`src/rtl/sixstep_pkg.sv`:
```
package sixstep_pkg;
   localparam int PH_N = 3;
   localparam int ST_W = 3;
   typedef logic [ST_W-1:0] jstate_t;
   localparam jstate_t ST_HOME = '0;

   // twisted-ring step with a correction term on bit 1
   function automatic jstate_t jc_next(input jstate_t q);
      jstate_t n;
      n[0] = q[1];
      n[2] = ~q[0];
      n[1] = q[2] & (~q[0] | q[1]);
      return n;
   endfunction

   function automatic logic jc_legal(input jstate_t q);
      return (q != 3'b010) && (q != 3'b101);
   endfunction
endpackage

```
`src/rtl/sixstep_ring.sv`:
```
module sixstep_ring
   import sixstep_pkg::*;
#(
   parameter jstate_t INIT_STATE = ST_HOME
) (
   input  logic    clk,
   input  logic    rst_n,
   input  logic    en,
   input  logic    clr,
   output jstate_t state
);
   jstate_t nxt;

   always_comb begin
      if (clr)     nxt = ST_HOME;
      else if (en) nxt = jc_next(state);
      else         nxt = state;
   end

   always_ff @(posedge clk or negedge rst_n) begin
      if (!rst_n) state <= INIT_STATE;
      else        state <= nxt;
   end

   a_r8_clear_wins: assert property (@(posedge clk) disable iff (!rst_n)
      clr |=> (state == ST_HOME));
   a_r7_hold: assert property (@(posedge clk) disable iff (!rst_n)
      (!clr && !en) |=> $stable(state));
   a_r6_from_010: assert property (@(posedge clk) disable iff (!rst_n)
      (!clr && en && state == 3'b010) |=> (state == 3'b101));
   a_r6_from_101: assert property (@(posedge clk) disable iff (!rst_n)
      (!clr && en && state == 3'b101) |=> (state == ST_HOME));
endmodule

```
`src/rtl/sixstep_decode.sv`:
```
module sixstep_decode
   import sixstep_pkg::*;
(
   input  jstate_t         state,
   input  logic            en,
   input  logic            pwm,
   output logic [PH_N-1:0] hi_on,
   output logic [PH_N-1:0] lo_on
);
   logic [PH_N-1:0] hi_raw, lo_raw;
   logic            gate;

   always_comb begin
      hi_raw = '0;
      lo_raw = '0;
      unique case (state)
         3'b000: begin hi_raw[1] = 1'b1; lo_raw[2] = 1'b1; end
         3'b100: begin hi_raw[0] = 1'b1; lo_raw[2] = 1'b1; end
         3'b110: begin hi_raw[0] = 1'b1; lo_raw[1] = 1'b1; end
         3'b111: begin hi_raw[2] = 1'b1; lo_raw[1] = 1'b1; end
         3'b011: begin hi_raw[2] = 1'b1; lo_raw[0] = 1'b1; end
         3'b001: begin hi_raw[1] = 1'b1; lo_raw[0] = 1'b1; end
         default: begin hi_raw = '0; lo_raw = '0; end
      endcase
   end

   assign gate  = en & jc_legal(state);
   assign hi_on = hi_raw & {PH_N{gate & pwm}};
   assign lo_on = lo_raw & {PH_N{gate}};
endmodule

```
`src/rtl/sixstep_pad.sv`:
```
module sixstep_pad #(
   parameter int W          = 3,
   parameter bit ACTIVE_LOW = 1'b0
) (
   input  logic [W-1:0] on,
   output logic [W-1:0] pin
);
   generate
      if (ACTIVE_LOW) begin : g_low
         assign pin = ~on;
      end else begin : g_high
         assign pin = on;
      end
   endgenerate
endmodule

```
`src/rtl/sixstep_seq.sv`:
```
module sixstep_seq
   import sixstep_pkg::*;
#(
   parameter bit      ACTIVE_LOW = 1'b0,
   parameter jstate_t INIT_STATE = ST_HOME
) (
   input  logic            clk,
   input  logic            rst_n,
   input  logic            en,
   input  logic            clr,
   input  logic            pwm,
   output logic [PH_N-1:0] hi_drv,
   output logic [PH_N-1:0] lo_drv
);
   generate
      if (PH_N != 3) begin : g_bad_phases
         $error("sixstep_seq supports three phases only");
      end
   endgenerate

   jstate_t         state;
   logic [PH_N-1:0] hi_on, lo_on;

   sixstep_ring #(.INIT_STATE(INIT_STATE)) u_ring (
      .clk(clk), .rst_n(rst_n), .en(en), .clr(clr), .state(state)
   );

   sixstep_decode u_dec (
      .state(state), .en(en), .pwm(pwm), .hi_on(hi_on), .lo_on(lo_on)
   );

   sixstep_pad #(.W(PH_N), .ACTIVE_LOW(ACTIVE_LOW)) u_pad_hi (
      .on(hi_on), .pin(hi_drv)
   );
   sixstep_pad #(.W(PH_N), .ACTIVE_LOW(ACTIVE_LOW)) u_pad_lo (
      .on(lo_on), .pin(lo_drv)
   );

   a_r4_no_shoot: assert property (@(posedge clk) disable iff (!rst_n)
      (hi_on & lo_on) == '0);
   a_r4_one_pair: assert property (@(posedge clk) disable iff (!rst_n)
      (en && pwm && jc_legal(state)) |->
         ($countones(hi_on) == 1 && $countones(lo_on) == 1));
   a_r5_illegal_off: assert property (@(posedge clk) disable iff (!rst_n)
      !jc_legal(state) |-> (hi_on == '0 && lo_on == '0));
   a_r9_chop: assert property (@(posedge clk) disable iff (!rst_n)
      !pwm |-> (hi_on == '0));
   a_r7_quiet: assert property (@(posedge clk) disable iff (!rst_n)
      !en |-> (hi_on == '0 && lo_on == '0));
endmodule

```
`config.mk`:
```
export PLATFORM = sky130hd
export DESIGN_NAME = sixstep_seq
export DESIGN_NICKNAME = d
export VERILOG_FILES = /design/src/rtl/sixstep_pkg.sv /design/src/rtl/sixstep_ring.sv /design/src/rtl/sixstep_decode.sv /design/src/rtl/sixstep_pad.sv /design/src/rtl/sixstep_seq.sv
export SDC_FILE = /design/constraint.sdc
export NUM_CORES = 1
export LEC_CHECK = 0
export ABC_AREA = 0
export BUFFER_PORTS_ARGS = -buffer_cell sky130_fd_sc_hd__buf_2
export CAP_MARGIN = 20
export CORE_AREA = 4 4 41 43
export DETAILED_ROUTE_END_ITERATION = 16
export DIE_AREA = 0 0 45 47
export GPL_TIMING_DRIVEN = 0
export HOLD_SLACK_MARGIN = 0.1
export PLACE_DENSITY = 0.37
export SLEW_MARGIN = 25
export SYNTH_ARGS = -nofsm -noshare
export SYNTH_HDL_FRONTEND = slang
export SYNTH_SLANG_ARGS = --single-unit
```
`constraint.sdc`:
```
create_clock -name clk -period 1.48 [get_ports clk]
set_clock_uncertainty 0.2 [all_clocks]
set_input_delay 0.296 -clock clk [delete_from_list [all_inputs] [get_ports clk]]
set_output_delay 0.296 -clock clk [all_outputs]
set_load 0.1 [all_outputs]
```
---- Word-level counts from Yosys, hierarchy flattened ----
Cells that the tools add are included.
cells by class
  equal/unequal tests ..................... 7
  bitwise gates (word level) .............. 7
  muxes and demuxes ....................... 8
  reduce and logical (&&, ||, !) cells .... 9
operators with widths
  kind                                                                      count
  2-bit OR reduction                                                        6
  3-bit equality test (second input constant)                               3
  3-bit AND                                                                 2
  1-bit two-way mux                                                         6
  3-bit two-way mux                                                         2
  1-bit AND                                                                 3
  3-bit by 1-bit equality test with 1-bit output (second input constant)    1
  3-bit by 2-bit equality test with 1-bit output (second input constant)    1
  3-bit zero test                                                           1
  3-bit by 2-bit inequality test with 1-bit output (second input constant)  1
  3-bit inequality test (second input constant)                             1
  2-bit nonzero test                                                        1
  1-bit logical AND                                                         1
  1-bit inverter                                                            1
  1-bit bitwise OR                                                          1
storage, ports and cells
  register bits ........................... 3
  input bits .............................. 5
  word-level logic and storage cells ...... 32
  output and inout bits ................... 6

---- Longest topological paths before layout ----
Gate-level depths: netlist of the first run.
  word-level depth ........................ 5
  mapped depth ............................ 2
  gate-level depth less buffers ........... 2

---- Cells and area by module ----
A second synthesis of the first run with hierarchy kept.
unflattened totals
  cells, all modules ...................... 23
  area, all modules ....................... 234.0 um^2
by module, submodules not included
  module          instances  area an instance (um^2)  cells each  seq. area each (um^2)
  sixstep_ring    1          128.9                    11          75.1
  sixstep_decode  1          60.1                     6           0.0
  sixstep_pad     2          22.5                     3           0.0

---- Worst setup path before layout of the first run ----
OpenSTA, ideal clock, no wires.
  path type ............................... flip-flop to output port
  start ................................... reg u_ring.state[2]
  end ..................................... out hi_drv[0]
  data arrival time ....................... 2.492 ns
  stages on the path, launching flop included .. 3
  buffers on the path ..................... 0
  setup slack ............................. -1.508 ns
  data required time ...................... 0.984 ns
  cell sequence ........................... dfrtp_1 > inv_1 > nor3_1
between the ends
  cells in the longest elaborated chain, start to end .. 5
RTL lines
  what                                                                                       line                  source
  from (decl)                                                                                sixstep_ring.sv:10    output jstate_t state
  from (signal assigned)                                                                     sixstep_ring.sv:22    else state <= nxt;
  3-bit by 2-bit inequality test with 1-bit output or 3-bit inequality test (tied branches)  sixstep_pkg.sv:17     return (q != 3'b010) && (q != 3'b101);
  1-bit logical AND                                                                          sixstep_pkg.sv:17
  1-bit AND                                                                                  sixstep_decode.sv:27  assign gate = en & jc_legal(state);
  1-bit AND                                                                                  sixstep_decode.sv:28  assign hi_on = hi_raw & {PH_N{gate & pwm}};
  3-bit AND *                                                                                sixstep_decode.sv:28
  to (decl)                                                                                  sixstep_seq.sv:12     output logic [PH_N-1:0] hi_drv,
Every way passes the cells marked *; elsewhere a longest branch is shown, timed or not.

---- Final worst setup path of the first run ----
  start ................................... reg u_ring.state[2]
  end ..................................... out lo_drv[0]
between the ends
  cells in the longest elaborated chain, start to end .. 4
RTL lines
  what                                                                          line                                        source
  3-bit by 1-bit equality test with 1-bit output, or another cell as far along  sixstep_decode.sv:16                        unique case (state)
  2-bit OR reduction (no source line) or 1-bit logical AND (tied branches)      -
  1-bit two-way mux or 1-bit AND (tied branches)                                sixstep_decode.sv:16, sixstep_decode.sv:27
  3-bit AND *                                                                   sixstep_decode.sv:29                        assign lo_on = lo_raw & {PH_N{gate}};
  to (decl)                                                                     sixstep_seq.sv:13                           output logic [PH_N-1:0] lo_drv
Marks and branches as above.

==> results.json, run 1 <==
{
  "setup_viol": 6,
  "cts_tree": "yes",
  "p_seq_share_pct": 27.4,
  "synth-edff-count": 0,
  "synth_seq_cells": 3,
  "reg.largest.list": "u_ring.state (3)",
  "grt_first_pass_wirelength_um": 814,
  "largest_reg_flops": 3,
  "cts_sinks": 3,
  "yosys-top-cells-count": "dfrtp_1 (3), nor2_1 (3)",
  "placed_cell_area_um2": 284.0,
  "die_w_um": 45,
  "via_count": 199,
  "antenna_found_initial": 0,
  "cts_buffers": 3,
  "violations": "negative setup slack",
  "met1_usage_pct": 5.963,
  "final_nets": 43,
  "post_synth_instance_area_um2": 171.4,
  "cp-end-kind": "primary output",
  "clkLatencyLatePin_ns": 0.23,
  "ir_drop_v": 0.0003916,
  "synth-main-ff-cell": "dfrtp_1",
  "drtIter0Drc": 0,
  "outcome": "finished, violations left",
  "die_height_um": 47,
  "drive_gt1_share_pct": 78.38,
  "finalCritPeriodShare_pct": 109.0,
  "final_cells": 52,
  "maxSlewHeadroom_pct": 87.19,
  "cts_max_level": 1,
  "leakage_nw": 0.1873,
  "p_sw_mw": 0.1245,
  "yosysWarnings": 0,
  "regMostFlops": "u_ring.state",
  "use_met2_pct": 9.040,
  "async_reset_ff_share_pct": 100.0,
  "drc": 0,
  "worstPathMaxFanout": 4,
  "grt_pass1_vias": 212,
  "top_usage_layer": "met2",
  "drv_cap": 0,
  "die_area_um2": 2115,
  "startpoint_type": "flop",
  "syn_avg_cell_area_um2": 9.022,
  "p_per_area_nw_per_um2": 798.5,
  "wl_per_cell_um": 9.308,
  "start_util_pct": 13.17,
  "dp_hpwl_um": 398.1,
  "rr_worst_depth": 3,
  "ant_nets": 0,
  "swShare_pct": 34.33,
  "track_usage_pct": 5.784,
  "synth_seq_area_share_pct": 43.80,
  "synth_cell_types": 11,
  "p_clk_share_pct": 39.0,
  "dp.cells": 44,
  "vias_per_cell": 3.827,
  "crit_required_ns": 0.98,
  "internal-power_mw": 0.2382,
  "ctsRootBufferMaster": "clkbuf_4",
  "clk_pin_slew_ns": 0.04,
  "fin_area_um2": 454.2,
  "area_growth_pct": 165.0,
  "io_pins": 11,
  "min_path_type": "in -> async",
  "arrival_ns": 1.12,
  "final_util_pct": 34.90,
  "drv_slew": 0,
  "syn_inst": 19,
  "fmax_mhz": 619.7,
  "hold_violations": 0,
  "combPwrFrac_pct": 33.7,
  "routabilityCongestion": 0.6584,
  "cts_max_path_buffers": 2,
  "core_area_um2": 1301,
  "core.rowCount": 13,
  "synth_fp_nets": 24,
  "met3_usage_pct": 1.149,
  "grt_max_degree": 8,
  "first_pass_iters": 1,
  "routed_wl_um": 484,
  "yosys-top-cells-area": "dfrtp_1 (44%), a221oi_2 (8.8%), and3_2 (8.8%), nor2_1 (6.6%), mux2i_1 (5.8%)",
  "synth_area_leader_cell": "dfrtp_1",
  "criticalPathCategory": "reg -> out",
  "synth_top_area_share_pct": 43.80,
  "io_buffers": 10,
  "timing.final.ws_setup_ns": -0.1337,
  "diodes": 0,
  "grt.overflow.total": 0,
  "fin_crit_ns": 1.614,
  "worst_pin_slew_ns": 0.1921,
  "rsz0062_at_grt": "true",
  "hold_ws_ns": 0.1919
}
final timing paths:
kind / from / slack (ns) / endpoint
max reg2reg: u_ring.state[0] / 0.24 / u_ring.state[1]
min reg2reg: u_ring.state[2] / 0.43 / u_ring.state[2]
min in group clk: en / 0.19 / u_ring.state[1]
max: u_ring.state[2] / -0.13 / lo_drv[0]
min: rst_n / 0.19 / u_ring.state[1]
max in group asynchronous: rst_n / 0.77 / u_ring.state[0]
cell families (layout without fill, tap and decap cells):
family	count (synthesis)	count (layout)	synth area share (%)
AO/OA/AOI/OAI	2	2	11.67
buffers and inverters	2	20	4.381
multiplexers	1	1	5.840
flip-flops	3	3	43.79
AND/OR/NAND/NOR	11	11	34.31
cell type report:
class | instances | area [um2]
clock buffers | 4 | 26.28
inverters | 2 | 10.01
repair buffers | 14 | 175.2
flip-flops and latches | 3 | 78.83
well taps | 15 | 18.77
fillers | 131 | 847.1
multi-input cells | 14 | 145.1
per-layer routing:
layer	share of wire [%]	up-vias
li1	-	101
met1	36	88
met2	52	10
met3	12	0
met4	0	0
met5	0	-
through the flow:
stage	total power [mW]	TNS (ns)	setup WS, ns
global route	0.3819	-0.8699	-0.1631
floorplan	0.1664	-0.7143	-0.3056
detailed placement	0.1869	-1.277	-0.3120
CTS	0.3717	-0.8088	-0.1738
finish	0.3627	-0.6573	-0.1337
global placement	0.1856	-1.193	-0.2811
cells in the final DEF (no fill, tap or decap):
master         instances
buf_12                 6
buf_2                  4
clkbuf_4               3
dfrtp_2                3
nor3_4                 2
nor2_4                 2
dlygate4sd3_1          2
buf_4                  2
inv_4                  1
nand2_4                1
and3_2                 1
nand2b_4               1
nand2_2                1
and3_4                 1
inv_1                  1
a221oi_2               1
nand2b_1               1
a21oi_1                1
mux2i_1                1
nor2_1                 1
clkbuf_1               1
critical path, stage by stage, from the launching register on:
cell	delay (ns)
dfrtp_2	0.44
inv_4	0.09
and3_4	0.19
buf_12	0.17
power by group through the flow:
| stage | Combinational, mW | Sequential (mW) | Clock [mW] |
|---|---|---|---|
| final | 0.122 | 0.0992 | 0.141 |
| after global placement | 0.0871 | 0.0985 | 0 |
| after global routing | 0.128 | 0.100 | 0.153 |
| after detailed placement | 0.0882 | 0.0987 | 0 |
| after floorplan | 0.0696 | 0.0968 | 0 |
| after CTS | 0.121 | 0.0984 | 0.152 |
timing repair:
action | 4_1_cts | 5_1_grt
endpoints found under the hold margin | 6 | 0
setup buffers | 2 | 0
pin swaps | 3 | 1
setup endpoints to repair | 6 | 6
resized for setup | 28 | 3
hold buffers | 2 | 0
Power figures use the tool's default switching activity.
==> run 2, diff against run 1 <==
--- a/config.mk
+++ b/config.mk
@@ -5,7 +5,7 @@
 export SDC_FILE = /design/constraint.sdc
 export NUM_CORES = 1
 export LEC_CHECK = 0
-export ABC_AREA = 0
+export ABC_AREA = 1
 export BUFFER_PORTS_ARGS = -buffer_cell sky130_fd_sc_hd__buf_2
 export CAP_MARGIN = 20
 export CORE_AREA = 4 4 41 43
@@ -13,7 +13,7 @@
 export DIE_AREA = 0 0 45 47
 export GPL_TIMING_DRIVEN = 0
 export HOLD_SLACK_MARGIN = 0.1
-export PLACE_DENSITY = 0.37
+export PLACE_DENSITY = 0.39
 export SLEW_MARGIN = 25
 export SYNTH_ARGS = -nofsm -noshare
 export SYNTH_HDL_FRONTEND = slang
==> run 2 against run 1 <==
Effect of this change: the flow still finishes with violations (negative setup slack); largest cell class unchanged; die area stayed put; worst hold slack worse by 0.062 ns; global-route usage is 0.88 points higher; sequential power is 0.9% lower; area after synthesis is 9.5% higher.
==> results.json, run 2 <==
{
  "synth-edff-count": 0,
  "antenna_found_initial": 0,
  "yosys-top-cells-count": "nand2_1 (5), nor3_1 (4), dfrtp_1 (3), inv_1 (3), nand3_1 (3)",
  "synth-main-ff-cell": "dfrtp_1",
  "diodes": 0,
  "clkLatencyLatePin_ns": 0.24,
  "grt_first_pass_wirelength_um": 924,
  "vias_per_cell": 4.069,
  "maxSlewHeadroom_pct": 81.31,
  "ctsRootBufferMaster": "clkbuf_4",
  "die_area_um2": 2115,
  "synth_seq_area_share_pct": 40.00,
  "min_path_type": "in -> reg",
  "synth_cell_types": 10,
  "via_count": 236,
  "cts_max_level": 1,
  "grt_pass1_vias": 236,
  "p_per_area_nw_per_um2": 767.9,
  "n_fill_cell": 140,
  "finalCritPeriodShare_pct": 111.5,
  "regMostFlops": "u_ring.state",
  "routed_wl_um": 600,
  "die_height_um": 47,
  "largest_reg_flops": 3,
  "synth_fp_nets": 30,
  "layout_common_cells": "nor3_4 (6), buf_12 (6), nand2_1 (5)",
  "yosysWarnings": 0,
  "path_cells": "inv_4, nor3_4, buf_12",
  "fin_crit_ns": 1.651,
  "synth_top_area_share_pct": 40.00,
  "violations": "negative setup slack",
  "core.rowCount": 13,
  "ir_drop_v": 0.0003013,
  "arrival_ns": 1.15,
  "async_reset_ff_share_pct": 100.0,
  "routabilityCongestion": 0.7452,
  "cts_max_path_buffers": 2,
  "drive_gt1_share_pct": 72.09,
  "cp-end-kind": "primary output",
  "power_mw": 0.3641,
  "grt.overflow.total": 0,
  "yosys-top-cells-area": "dfrtp_1 (40%), nor3_1 (11%), nor3_2 (11%), nand2_1 (10%), nand3_1 (8.0%)",
  "die_w_um": 45,
  "placed_cell_area_um2": 322.8,
  "cts_sinks": 3,
  "critPathSlowestCell": "dfrtp_2",
  "drc": 0,
  "grt_max_degree": 7,
  "synth_area_leader_cell": "dfrtp_1",
  "slowest_delay_ns": 0.44,
  "cts_tree": "yes",
  "ff_latch_area_um2": 78.83,
  "final_nets": 49,
  "leakage_nw": 0.2048,
  "core_area_um2": 1301,
  "area_growth_pct": 152.7,
  "crit_required_ns": 0.98,
  "worstPathMaxFanout": 4,
  "reg.largest.list": "u_ring.state (3)",
  "fmax_mhz": 605.8,
  "ant_nets": 0,
  "criticalPathCategory": "reg -> out",
  "wl_per_cell_um": 10.34,
  "cts_buffers": 3,
  "fin_area_um2": 474.2,
  "post_synth_instance_area_um2": 187.7,
  "multi_input_comb_area_um2": 151.4,
  "syn_inst": 25,
  "clk_pin_slew_ns": 0.04,
  "final_util_pct": 36.44,
  "drtIter0Drc": 1,
  "first_pass_iters": 4,
  "worst_pin_slew_ns": 0.2797,
  "hold_violations": 0,
  "drv_slew": 0,
  "outcome": "finished, violations left",
  "drv_cap": 0,
  "track_usage_pct": 6.661,
  "io_buffers": 10,
  "io_pins": 11,
  "setup_viol": 6,
  "timing.final.ws_setup_ns": -0.1708,
  "yosysMostFrequentCell": "nand2_1",
  "dp_hpwl_um": 485.7,
  "start_util_pct": 14.42,
  "synth_seq_cells": 3,
  "rsz0062_at_grt": "true",
  "syn_avg_cell_area_um2": 7.507,
  "startpoint_type": "flop"
}
run 2: routing by layer:
layer  vias up  part of all wire (%)  global-route usage, %
met5         -                     0                      0
met4         0                   2.8                  7.018
met3         2                   8.5                  2.299
met2        10                    50                  11.02
met1       105                    39                  6.207
li1        119                     -                      -
run 2: path summary, 6_finish.rpt:
kind | startpoint | endpoint | slack, ns | cells after the start
worst max-delay path | u_ring.state[0] | hi_drv[2] | -0.17 | 3
worst min-delay path | clr | u_ring.state[1] | 0.13 | 4
worst max register to register | u_ring.state[0] | u_ring.state[2] | 0.36 | 4
worst min register to register | u_ring.state[2] | u_ring.state[1] | 0.43 | 2
max in group asynchronous | rst_n | u_ring.state[2] | 0.78 | 2
min in group asynchronous | rst_n | u_ring.state[1] | 0.18 | 2
run 2: kinds of logic (layout without fill, tap and decap cells):
family | Yosys count | in the layout | synth area share, %
AND/OR/NAND/NOR | 15 | 15 | 42.67
buffers and inverters | 5 | 23 | 10.00
flip-flops | 3 | 3 | 40.00
AO/OA/AOI/OAI | 2 | 2 | 7.332
run 2: power by group:
group / switching (mW) / internal [mW] / total (mW)
clock: 0.0473 / 0.101 / 0.149
combinational: 0.0742 / 0.0430 / 0.117
sequential: 0.0109 / 0.0874 / 0.0983
total: 0.132 / 0.232 / 0.364
run 2: what timing repair did:
item	CTS	global route
hold buffers	1	0
endpoints found under the hold margin	3	0
pin swaps	4	4
endpoints found under the setup margin	6	6
buffers inserted	2	1
resized for setup	25	0
run 2: per-stage QoR:
step / TNS [ns] / hold WS, ns / std cells / setup slack [ns]
final: -0.8454 / 0.1299 / 58 / -0.1708
after detailed placement: -0.9576 / -0.1054 / 50 / -0.2068
after floorplan: -1.771 / -0.1996 / 25 / -0.3208
after CTS: -1.009 / 0.1258 / 57 / -0.2061
after global placement: -0.8833 / -0.1109 / 50 / -0.1824
after global routing: -1.028 / 0.1740 / 58 / -0.1985
run 2: cell type report:
type	instances	share of cell area, %
timing repair buffer	14	36.41
multi-input combinational	17	31.93
sequential	3	16.62
clock buffer	4	5.541
inverter	5	5.541
tap	15	3.958
run 2: worst max-delay path, delay by kind of cell (launching register included):
kind	cells	cell delay (ns)
flops	1	0.44
buf+inv	2	0.27
simple gates	1	0.21
==> run 3, diff against run 2 <==
--- a/config.mk
+++ b/config.mk
@@ -9,12 +9,13 @@
 export BUFFER_PORTS_ARGS = -buffer_cell sky130_fd_sc_hd__buf_2
 export CAP_MARGIN = 20
 export CORE_AREA = 4 4 41 43
+export CTS_BUF_LIST = sky130_fd_sc_hd__clkbuf_8 sky130_fd_sc_hd__clkbuf_16
 export DETAILED_ROUTE_END_ITERATION = 16
 export DIE_AREA = 0 0 45 47
 export GPL_TIMING_DRIVEN = 0
 export HOLD_SLACK_MARGIN = 0.1
 export PLACE_DENSITY = 0.39
-export SLEW_MARGIN = 25
+export SLEW_MARGIN = 20
 export SYNTH_ARGS = -nofsm -noshare
 export SYNTH_HDL_FRONTEND = slang
 export SYNTH_SLANG_ARGS = --single-unit
==> run 3 against run 2 <==
Effect of this change: sequential share of layout area fell by 0.63 points; the run still ends with negative setup slack left; largest cell class unchanged; first-iteration DRC count unchanged; non-clock buffer count is the same; design area grew 4.0%; power rose by 25%; die area did not move; cell count stayed put; sequential power is essentially flat; register-to-register slack is essentially flat.
==> results.json, run 3 (synthesis gave the netlist of run 2 again) <==
{
  "outcome": "finished, violations left",
  "violations": "negative setup slack",
  "cts_sinks": 3,
  "grt_first_pass_wirelength_um": 986,
  "first_pass_iters": 4,
  "area_growth_pct": 162.7,
  "wl_per_cell_um": 10.60,
  "fin_crit_ns": 1.633,
  "rr_worst_depth": 4,
  "cts_max_level": 1,
  "drv_slew": 0,
  "io_buffers": 10,
  "ctsRootBufferMaster": "clkbuf_8",
  "final_nets": 49,
  "grt_pass1_vias": 245,
  "worstHoldPathCells": 4,
  "clk_pin_slew_ns": 0.03,
  "dp_slack_ns": -0.2068,
  "rsz0062_at_grt": "true",
  "routabilityCongestion": 0.7452,
  "maxSlewHeadroom_pct": 81.31,
  "grt_max_degree": 7,
  "routed_wl_um": 615,
  "startpoint_type": "flop",
  "internal-power_mw": 0.3076,
  "layout_common_cells": "nor3_4 (6), buf_12 (6), nand2_1 (5)",
  "crit_required_ns": 0.98,
  "p_per_area_nw_per_um2": 921.2,
  "cp-end-kind": "primary output",
  "fmax_mhz": 612.3,
  "slowest_delay_ns": 0.44,
  "ant_nets": 0,
  "via_count": 237,
  "die_w_um": 45,
  "p_sw_mw": 0.1465,
  "final.setup.tns_ns": -0.7373,
  "largest_reg_flops": 3,
  "vias_per_cell": 4.086,
  "cts_tree": "yes",
  "p_clk_share_pct": 52.5,
  "cts_max_path_buffers": 2,
  "clkLatencyLatePin_ns": 0.22,
  "timing.final.ws_setup_ns": -0.1533,
  "dp.cells": 50,
  "fin_area_um2": 493.0,
  "core.rowCount": 13,
  "worst_pin_slew_ns": 0.2797,
  "n_fill_cell": 135,
  "io_pins": 11,
  "drive_gt1_share_pct": 72.09,
  "swShare_pct": 32.26,
  "regMostFlops": "u_ring.state",
  "die_area_um2": 2115,
  "worstPathMaxFanout": 4,
  "reg.largest.list": "u_ring.state (3)",
  "ir_drop_v": 0.0004033,
  "combPwrFrac_pct": 25.8,
  "criticalPathCategory": "reg -> out",
  "start_util_pct": 14.42,
  "drc": 0,
  "final_cells": 58,
  "p_seq_share_pct": 21.7,
  "cts_buffers": 3,
  "core_area_um2": 1301,
  "diodes": 0,
  "path_cells": "inv_4, nor3_4, buf_12",
  "leakage_nw": 0.2162,
  "placed_cell_area_um2": 322.8,
  "die_height_um": 47,
  "arrival_ns": 1.14,
  "final_util_pct": 37.88,
  "min_path_type": "in -> reg",
  "dp_hpwl_um": 485.7,
  "critPathSlowestCell": "dfrtp_2",
  "track_usage_pct": 7.375,
  "setup_viol": 6,
  "grt.overflow.total": 0,
  "hold_violations": 0,
  "drv_cap": 0,
  "drtIter0Drc": 1,
  "antenna_found_initial": 0,
  "finalCritPeriodShare_pct": 110.4
}
-- run 3: changes by cell type in the layout (fill, tap and decap cells not counted) --
cell,before,now
clkbuf_8,0,3
inv_1,1,2
clkbuf_4,3,0
clkbuf_1,1,0
-- run 3: worst paths after layout --
path | from | end | slack [ns]
worst min register to register | u_ring.state[2] | u_ring.state[1] | 0.43
max in group asynchronous | rst_n | u_ring.state[2] | 0.76
worst max-delay path | u_ring.state[0] | hi_drv[2] | -0.15
worst max register to register | u_ring.state[0] | u_ring.state[2] | 0.36
worst min-delay path | clr | u_ring.state[1] | 0.15
min in group asynchronous | rst_n | u_ring.state[1] | 0.20
-- run 3: through the flow --
| stage | hold WS (ns) | power (mW) |
|---|---|---|
| finish | 0.1486 | 0.4541 |
| global placement | -0.1109 | 0.1866 |
| CTS | 0.1508 | 0.4574 |
| global route | 0.1886 | 0.4765 |
| floorplan | -0.1996 | 0.1694 |
| detailed placement | -0.1054 | 0.1876 |
-- run 3: worst max-delay path, delay by kind of cell (launching register included) --
family,cells,cell delay [ns]
buf+inv,2,0.27
flops,1,0.44
simple gates,1,0.21
-- run 3: area by class of cell --
cell class / count / area [um2] / share of cell area [%]
Inverter: 5 / 26.28 / 5.330
Clock inverter: 1 / 3.754 / 0.7614
Multi-Input combinational cell: 17 / 151.4 / 30.71
Tap cell: 15 / 18.77 / 3.807
Timing Repair Buffer: 14 / 172.7 / 35.03
Clock buffer: 3 / 41.29 / 8.376
Sequential cell: 3 / 78.83 / 15.99
-- run 3: timing repair --
action	4_1_cts	5_1_grt
endpoints found under the setup margin	6	6
resized for setup	25	0
buffers inserted	2	1
endpoints found under the hold margin	3	0
pin swaps	4	3
hold buffers	1	0
-- run 3: power by group through the flow --
stage	clock network, mW	logic [mW]	registers, mW
final	0.239	0.117	0.0985
after global routing	0.255	0.122	0.0993
after CTS	0.242	0.117	0.0987
after detailed placement	0	0.0882	0.0995
after global placement	0	0.0869	0.0997
after floorplan	0	0.0713	0.0980
-- run 3: routing by layer --
metal  routed length (um)  GRT usage (%)  vias to the layer above  part of all wire, %
met3                   54          3.448                        3                  8.8
met5                    0              0                        -                    0
met4                   28          8.772                        0                  4.6
met2                  292          11.30                       11                   47
li1                     -              -                      119                    -
met1                  239          6.667                      104                   39
